$ cat src/rtl/fld_pkg.sv
package fld_pkg;
   typedef enum logic [1:0] {
      ST_IDLE   = 2'd0,
      ST_ARMED  = 2'd1,
      ST_LOCKED = 2'd2
   } fld_state_e;

   localparam int N_DIR = 2;  // index 0 = increment, 1 = decrement
endpackage

$ cat src/rtl/fld_count.sv
// Saturating event counter; CONSEC selects a consecutive-run variant
// that restarts on any clock without the event.
module fld_count #(
   parameter int THR    = 2,
   parameter bit CONSEC = 1'b0
) (
   input  logic clk,
   input  logic rst_n,
   input  logic clr,
   input  logic pulse,
   output logic hit
);
   localparam int CW = $clog2(THR + 1);

   if (THR < 1) begin : g_bad_thr
      $error("fld_count: THR must be at least 1");
   end

   logic [CW-1:0] cnt;
   logic [CW-1:0] cnt_inc;

   assign cnt_inc = (cnt == CW'(THR)) ? cnt : cnt + 1'b1;
   assign hit     = !clr && pulse && (cnt >= CW'(THR - 1));

   if (CONSEC) begin : g_run
      always_ff @(posedge clk or negedge rst_n) begin
         if (!rst_n)     cnt <= '0;
         else if (clr)   cnt <= '0;
         else if (pulse) cnt <= cnt_inc;
         else            cnt <= '0;
      end
   end else begin : g_tally
      always_ff @(posedge clk or negedge rst_n) begin
         if (!rst_n)     cnt <= '0;
         else if (clr)   cnt <= '0;
         else if (pulse) cnt <= cnt_inc;
      end
   end
endmodule

$ cat src/rtl/fld_window.sv
// Programmable window timer: length captured at start, last flags final clock.
module fld_window #(
   parameter int CODE_W   = 2,
   parameter int BASE_WIN = 6,
   parameter int WIN_STEP = 2
) (
   input  logic              clk,
   input  logic              rst_n,
   input  logic              start,
   input  logic              run,
   input  logic [CODE_W-1:0] code,
   output logic              last
);
   localparam int MAX_LEN = BASE_WIN + WIN_STEP * ((1 << CODE_W) - 1);
   localparam int CW      = $clog2(MAX_LEN + 1);

   if (BASE_WIN < 1 || WIN_STEP < 0) begin : g_bad_win
      $error("fld_window: window must be at least one clock");
   end

   logic [CW-1:0] len;
   logic [CW-1:0] cnt;

   always_ff @(posedge clk or negedge rst_n) begin
      if (!rst_n) begin
         len <= CW'(BASE_WIN);
         cnt <= '0;
      end else if (start) begin
         len <= CW'(BASE_WIN + WIN_STEP * int'(code));
         cnt <= '0;
      end else if (run) begin
         cnt <= cnt + 1'b1;
      end
   end

   assign last = run && (cnt == len - 1'b1);
endmodule

$ cat src/rtl/fld_lock_detect.sv
module fld_lock_detect #(
   parameter int CODE_W   = 2,
   parameter int BASE_WIN = 6,
   parameter int WIN_STEP = 2,
   parameter int EDGE_THR = 2,
   parameter int RUN_THR  = 4
) (
   input  logic              clk,
   input  logic              rst_n,
   input  logic              en,
   input  logic              eoc,
   input  logic              inc,
   input  logic              dec,
   input  logic [CODE_W-1:0] win_code,
   output logic              lock
);
   import fld_pkg::*;

   fld_state_e       st, st_nx;
   logic [N_DIR-1:0] lvl, lvl_q, rise;
   logic [N_DIR-1:0] edge_hit, run_hit;
   logic             armed, locked, start, win_last;

   assign lvl    = {dec, inc};
   assign rise   = lvl & ~lvl_q;
   assign armed  = (st == ST_ARMED);
   assign locked = (st == ST_LOCKED);
   assign start  = en && (st == ST_IDLE) && eoc;

   always_ff @(posedge clk or negedge rst_n) begin
      if (!rst_n) lvl_q <= '0;
      else        lvl_q <= lvl;
   end

   for (genvar d = 0; d < N_DIR; d++) begin : g_dir
      fld_count #(.THR(EDGE_THR), .CONSEC(1'b0)) u_edges (
         .clk   (clk),
         .rst_n (rst_n),
         .clr   (!(en && armed)),
         .pulse (rise[d]),
         .hit   (edge_hit[d])
      );
      fld_count #(.THR(RUN_THR), .CONSEC(1'b1)) u_run (
         .clk   (clk),
         .rst_n (rst_n),
         .clr   (!(en && locked)),
         .pulse (lvl[d]),
         .hit   (run_hit[d])
      );
   end

   fld_window #(
      .CODE_W   (CODE_W),
      .BASE_WIN (BASE_WIN),
      .WIN_STEP (WIN_STEP)
   ) u_win (
      .clk   (clk),
      .rst_n (rst_n),
      .start (start),
      .run   (armed),
      .code  (win_code),
      .last  (win_last)
   );

   always_comb begin
      st_nx = st;
      if (!en) begin
         st_nx = ST_IDLE;
      end else begin
         unique case (st)
            ST_IDLE:   if (eoc) st_nx = ST_ARMED;
            ST_ARMED:  if (|edge_hit) st_nx = ST_LOCKED;
                       else if (win_last) st_nx = ST_IDLE;
            ST_LOCKED: if (|run_hit) st_nx = ST_IDLE;
            default:   st_nx = ST_IDLE;
         endcase
      end
   end

   always_ff @(posedge clk or negedge rst_n) begin
      if (!rst_n) st <= ST_IDLE;
      else        st <= st_nx;
   end

   assign lock = locked;
endmodule

$ cat config.mk
export PLATFORM = sky130hd
export DESIGN_NAME = fld_lock_detect
export DESIGN_NICKNAME = d
export VERILOG_FILES = /design/src/rtl/fld_pkg.sv /design/src/rtl/fld_count.sv /design/src/rtl/fld_window.sv /design/src/rtl/fld_lock_detect.sv
export SDC_FILE = /design/constraint.sdc
export NUM_CORES = 1
export LEC_CHECK = 0
export BUFFER_PORTS_ARGS = -buffer_cell sky130_fd_sc_hd__buf_2
export CORE_ASPECT_RATIO = 0.5
export CORE_MARGIN = 5
export CORE_UTILIZATION = 30
export CTS_BUF_LIST = sky130_fd_sc_hd__clkbuf_8
export DETAILED_ROUTE_END_ITERATION = 16
export GPL_ROUTABILITY_DRIVEN = 0
export PLACE_DENSITY = 0.54
export RECOVER_POWER = 25
export SLEW_MARGIN = 20
export SYNTH_ARGS = -nofsm -noshare
export SYNTH_HDL_FRONTEND = slang
export SYNTH_SLANG_ARGS = --single-unit
$ cat constraint.sdc
create_clock -name clk -period 3.2 [get_ports clk]
set_input_delay 0.32 -clock clk [delete_from_list [all_inputs] [get_ports clk]]
set_output_delay 0.32 -clock clk [all_outputs]
set_load 0.02 [all_outputs]
* Word-level counts from Yosys, hierarchy flattened *
Index checks and enable logic that the tools add are counted.

storage, ports and cells
  input bits = 8
  output and inout bits = 1
  register bits after elaboration = 22

cells by class
  bitwise operators = 2
  add/subtract/negate cells = 7
  equal/unequal tests = 16
  mux-type cells = 20
  order comparisons = 4
  reductions and logical operators = 20

operators by type and width
  kind                                                                      number
  2-bit 2-to-1 mux                                                          11
  3-bit 2-to-1 mux                                                          6
  1-bit logical AND                                                         13
  3-bit inequality test (second input constant)                             3
  4-bit 2-to-1 mux                                                          2
  2-bit inequality test (second input constant)                             4
  3-bit by 1-bit adder with 3-bit output (second input constant)            2
  2-bit == test (second input constant)                                     3
  3-bit == test (second input constant)                                     2
  3-bit by 2-bit >= comparator with 1-bit output (second input constant)    2
  2-bit one-hot mux with 3 select lines                                     1
  2-bit by 1-bit adder with 2-bit output (second input constant)            2
  3-bit by 3-bit adder with 4-bit output (first input constant)             1
  4-bit by 1-bit adder with 4-bit output (second input constant)            1
  4-bit == test                                                             1
  2-bit by 1-bit >= comparator with 1-bit output (second input constant)    2
  4-bit by 2-bit inequality test with 1-bit output (second input constant)  1
  2-bit AND reduction                                                       2
  2-bit OR reduction                                                        2
  4-bit by 1-bit subtractor with 4-bit output (second input constant)       1
  3-bit by 2-bit inequality test with 1-bit output (second input constant)  1
  3-bit AND reduction                                                       1
  2-bit bitwise AND                                                         1
  2-bit by 1-bit == test with 1-bit output (second input constant)          1
  other kinds (3)                                                           3

* Logic depth before layout (Yosys ltp) *
  word-level depth = 8
  gate-level depth with buffers = 5
  depth with buffers taken out = 5

* Modules after synthesis *
From an unflattened synthesis, not the netlist that was laid out.

unflattened totals
  cells, all modules = 121
  area total of the unflattened synthesis = 1246.2 µm²

modules (own cells, without submodules)
  module                             times used  cells each  area each (µm²)
  fld_count at g_dir[0].u_run ...    2           20          191.4
  fld_window                         1           36          379.1
  fld_count at g_dir[0].u_edges ...  2           13          147.6
  fld_lock_detect                    1           19          188.9

* Least setup slack after synthesis *
OpenSTA, ideal clock, no wires.

  kind = reg2reg
  start = register u_win.len[1]
  end = register st[0]
  cell stages (with the launch flop) = 6
  arrival time = 1.293 ns
  buffers on the path = 0
  library setup time = 0.120 ns
  clock period less this slack = 1.413 ns
  path slack = 1.787 ns
  path through = dfstp_2 > inv_1 > ha_1 > xor2_1 > nand4_1 > a41o_1

between the ends
  word-level cells in the longest chain between the ends = 5

ends and longest elaborated chain
  element                                                            line                   source
  from (decl)                                                        fld_window.sv:21       logic [CW-1:0] len;
  from (signal assigned)                                             fld_window.sv:26       len <= CW'(BASE_WIN);
  from (signal assigned)                                             fld_window.sv:29       len <= CW'(BASE_WIN + WIN_STEP * int'(code));
  4-bit by 1-bit subtractor with 4-bit output                        fld_window.sv:36       assign last = run && (cnt == len - 1'b1);
  4-bit == test                                                      fld_window.sv:36
  1-bit logical AND                                                  fld_window.sv:36
  4-bit by 2-bit inequality test with 1-bit output (no source line)  n/a
  3-bit AND reduction (no source line)                               n/a
  to (signal assigned)                                               fld_lock_detect.sv:82  else st <= st_nx;
  to (decl)                                                          fld_lock_detect.sv:19  fld_state_e st, st_nx;

No other way between the ends.
A chain may end at the register's enable or synchronous reset.

* Worst setup path in the final report *
Ends and elaborated chain as after synthesis.

==> flow_summary.yaml <==
timing:
  max_slew.worst_pin.slew_ps: 1150
  worst_clock_skew_ps: 1.56
  maxSlewHeadroom_pct: 23.6
  hold_violations: 0
  rsz0062_at_grt: "no"
  setup_violations: 0
  fin_crit_sh_pct: 47.3
  slew_violations: 0
  period_needed_ps: 1510
  setup_tns_ps: 0
  fmax_mhz: 661
synth:
  synthArstFlopShare_pct: 100
  synth.most_common_cell: "dfrtp_1"
  postSynthCellCount: 111
  synth_top_area_share_pct: 40.9
  yosysSeqAreaShare_pct: 45.4
  synth_area_per_cell_um2: 10.5
  ys_types: 30
  synth_edf_count: 0
  ys_dominant_reg_cell: "dfrtp_1"
  synth_nets: 132
  yosysTopAreaCell: "dfrtp_1"
  yosysWarningCount: 0
  ys_top_cells_by_count: "dfrtp_1 (19), inv_1 (14), ha_1 (13)"
  synth_area_leaders: "dfrtp_1 (41%), ha_1 (14%), dfstp_2 (4.5%), inv_1 (4.5%), nand2_1 (3.9%)"
  ys_ff_latch: 21
  syn_area_um2: 1160
routing:
  first_iter_violations: 12
  avgViaCountPerCell: 4.29
  routed_wl_um: 1970
  first_pass_iters: 2
  num_vias: 760
  drc: 0
  ant_nets: 0
  wl_per_cell_um: 11.1
worst_setup_path:
  cp_top_family: "flip-flops"
  crit_arrival_ps: 1660
  cpPeakStageDelay_ps: 540
  required_ps: 3350
  r2r_cells: 5
  path_max_fanout: 2
  timing.rr.end: "st[0]"
  end_kind: "flop"
  worstPathCellList: "inv_1 -> ha_1 -> xor2_1 -> nand4_1 -> a41o_1"
  slowest_stage: "dfstp_2"
  reg2reg_from: "u_win.len[1]"
  reg2reg_slack_ps: 1690
  cp_num_buf_inv: 1
  start_kind: "flop"
  worstSetupPathType: "flop to flop"
floorplanning:
  start_util_pct: 30.4
  die_w_um: 98.1
  num_rows: 16
  die_area_um2: 5300
  dieHeight_um: 54.0
  coreArea_um2: 3820
  io_pins: 9
worst_hold_path:
  hold_path_end: "lvl_q[0]"
  min_path_cells: 1
  hold_path_class: "primary input to flop"
  hold_start: "inc"
clocking:
  htree_levels: 1
  cts_setup_buffers: 0
  cts.sinks: 21
  clk_path_buf_depth: 2
  root_buffer: "clkbuf_8"
  ctsResizeCount: 0
  clk_latency_ps: 260
  tritoncts: "yes"
  numCtsBuffers: 3
  cts_hold_buf: 0
  path_clk_slew_ps: 70
status:
  status: "complete, no violations"
placement:
  dpl_cell_area_um2: 1270
  io_buffers: 8
  dp_hpwl_um: 1500
cells_and_area:
  fin_nets: 145
  fin_util_pct: 34.3
  final_layout_size_suffix_gt1_share_pct: 12.2
  fill_cells: 385
  diodes: 0
  stdcell_area_um2: 1310
  area_growth_pct: 12.8
pwr:
  p_leak_nw: 0.596
  vdd_ir_drop_max_uv: 184
  power.density_nw_per_um2: 480
grt:
  grt_max_degree: 22
  grt-busiest-layer: "met2"
  use_met2_pct: 15.9
  grt.met1_usage_pct: 9.00
  track_usage_pct: 8.31
  grt_use_met3_pct: 3.10
  grt_antenna_before_repair: 0
  grt_pass1_vias: 779
  overflow: 0
  grt_pass1_wl_um: 3410
job:
  max-cap-violations: 0
-- stage by stage --
stage,setup slack (ps),std cells,power (W),hold slack (ps)
6_report,1690,177,0.000630,248
5_1_grt,1630,177,0.000677,249
4_1_cts,1690,177,0.000646,23.0
3_5_place_dp,1700,173,0.000470,313
3_3_place_gp,1760,173,0.000468,315
2_1_floorplan,1790,111,0.000435,24.4
-- worst reg2reg max path: stages, from the launching register on --
cell	delay [ps]
dfstp_2	540
inv_1	50
ha_1	300
xor2_1	150
nand4_1	120
a41o_1	260
-- power by group --
part	total [W]	internal [W]	leakage (nW)	switching (W)
logic	0.000125	0.0000658	0.294	0.0000593
registers	0.000337	0.000304	0.275	0.0000329
clock network	0.000169	0.0000854	0.0269	0.0000833
total	0.000630	0.000455	0.596	0.000176
-- cell type report --
class                   instances  area, um2  share of cell area, %
multi-input cells              76        583                   44.4
well taps                      54       67.6                   5.15
flip-flops and latches         21        528                   40.2
clock buffers                   3       41.3                   3.15
clock inverters                 1       3.75                  0.286
inverters                      14       52.6                   4.00
repair buffers                  8       36.3                   2.76
-- cell families after synthesis --
kind of cell	count (synthesis)	share of synthesized area (%)
AO/OA/AOI/OAI	15	8.39
XOR/XNOR	9	7.96
adder cells (fa/ha/maj)	13	14.0
buffers and inverters	14	4.52
flip-flops	21	45.4
multiplexers	2	1.72
AND/OR/NAND/NOR	37	18.1
-- worst max-delay path by stage --
stage | start | endpoint | slack (ps) | depth (start not counted)
3_3_place_gp | u_win.len[1] | st[0] | 1760 | 5
3_5_place_dp | u_win.len[1] | st[0] | 1700 | 5
6_report | u_win.len[1] | st[0] | 1690 | 5
2_1_floorplan | u_win.len[1] | st[0] | 1790 | 5
4_1_cts | u_win.len[1] | st[0] | 1690 | 5
5_1_grt | g_dir[1].u_run.cnt[0] | st[1] | 1630 | 5
-- per-layer routing --
layer / vias up / wire, um
li1: 395 / -
met1: 359 / 897
met2: 4 / 1020
met3: 2 / 44
met4: 0 / 8
met5: - / 0
-- placed cells by master, fill, tap and decap left out, drive strengths merged, types with 2 or more instances in the layout --
master,n
ha,13
mux2i,2
clkbuf,6
nor3b,4
a21oi,6
dfrtp,19
and2b,2
o21ai,4
xor2,3
nand3,3
a211o,2
dfstp,2
nor2,9
xnor2,5
inv,15
nand2,12
buf,5
-- registers in the layout, summed over array words and instances, names as in the netlist --
| name | flops |
|---|---|
| g_dir.u_run.cnt | 6 |
| g_dir.u_edges.cnt | 4 |
| u_win.cnt | 4 |
| u_win.len | 3 |
| lvl_q | 2 |
| st | 2 |
(Power assumes the default switching activity.)
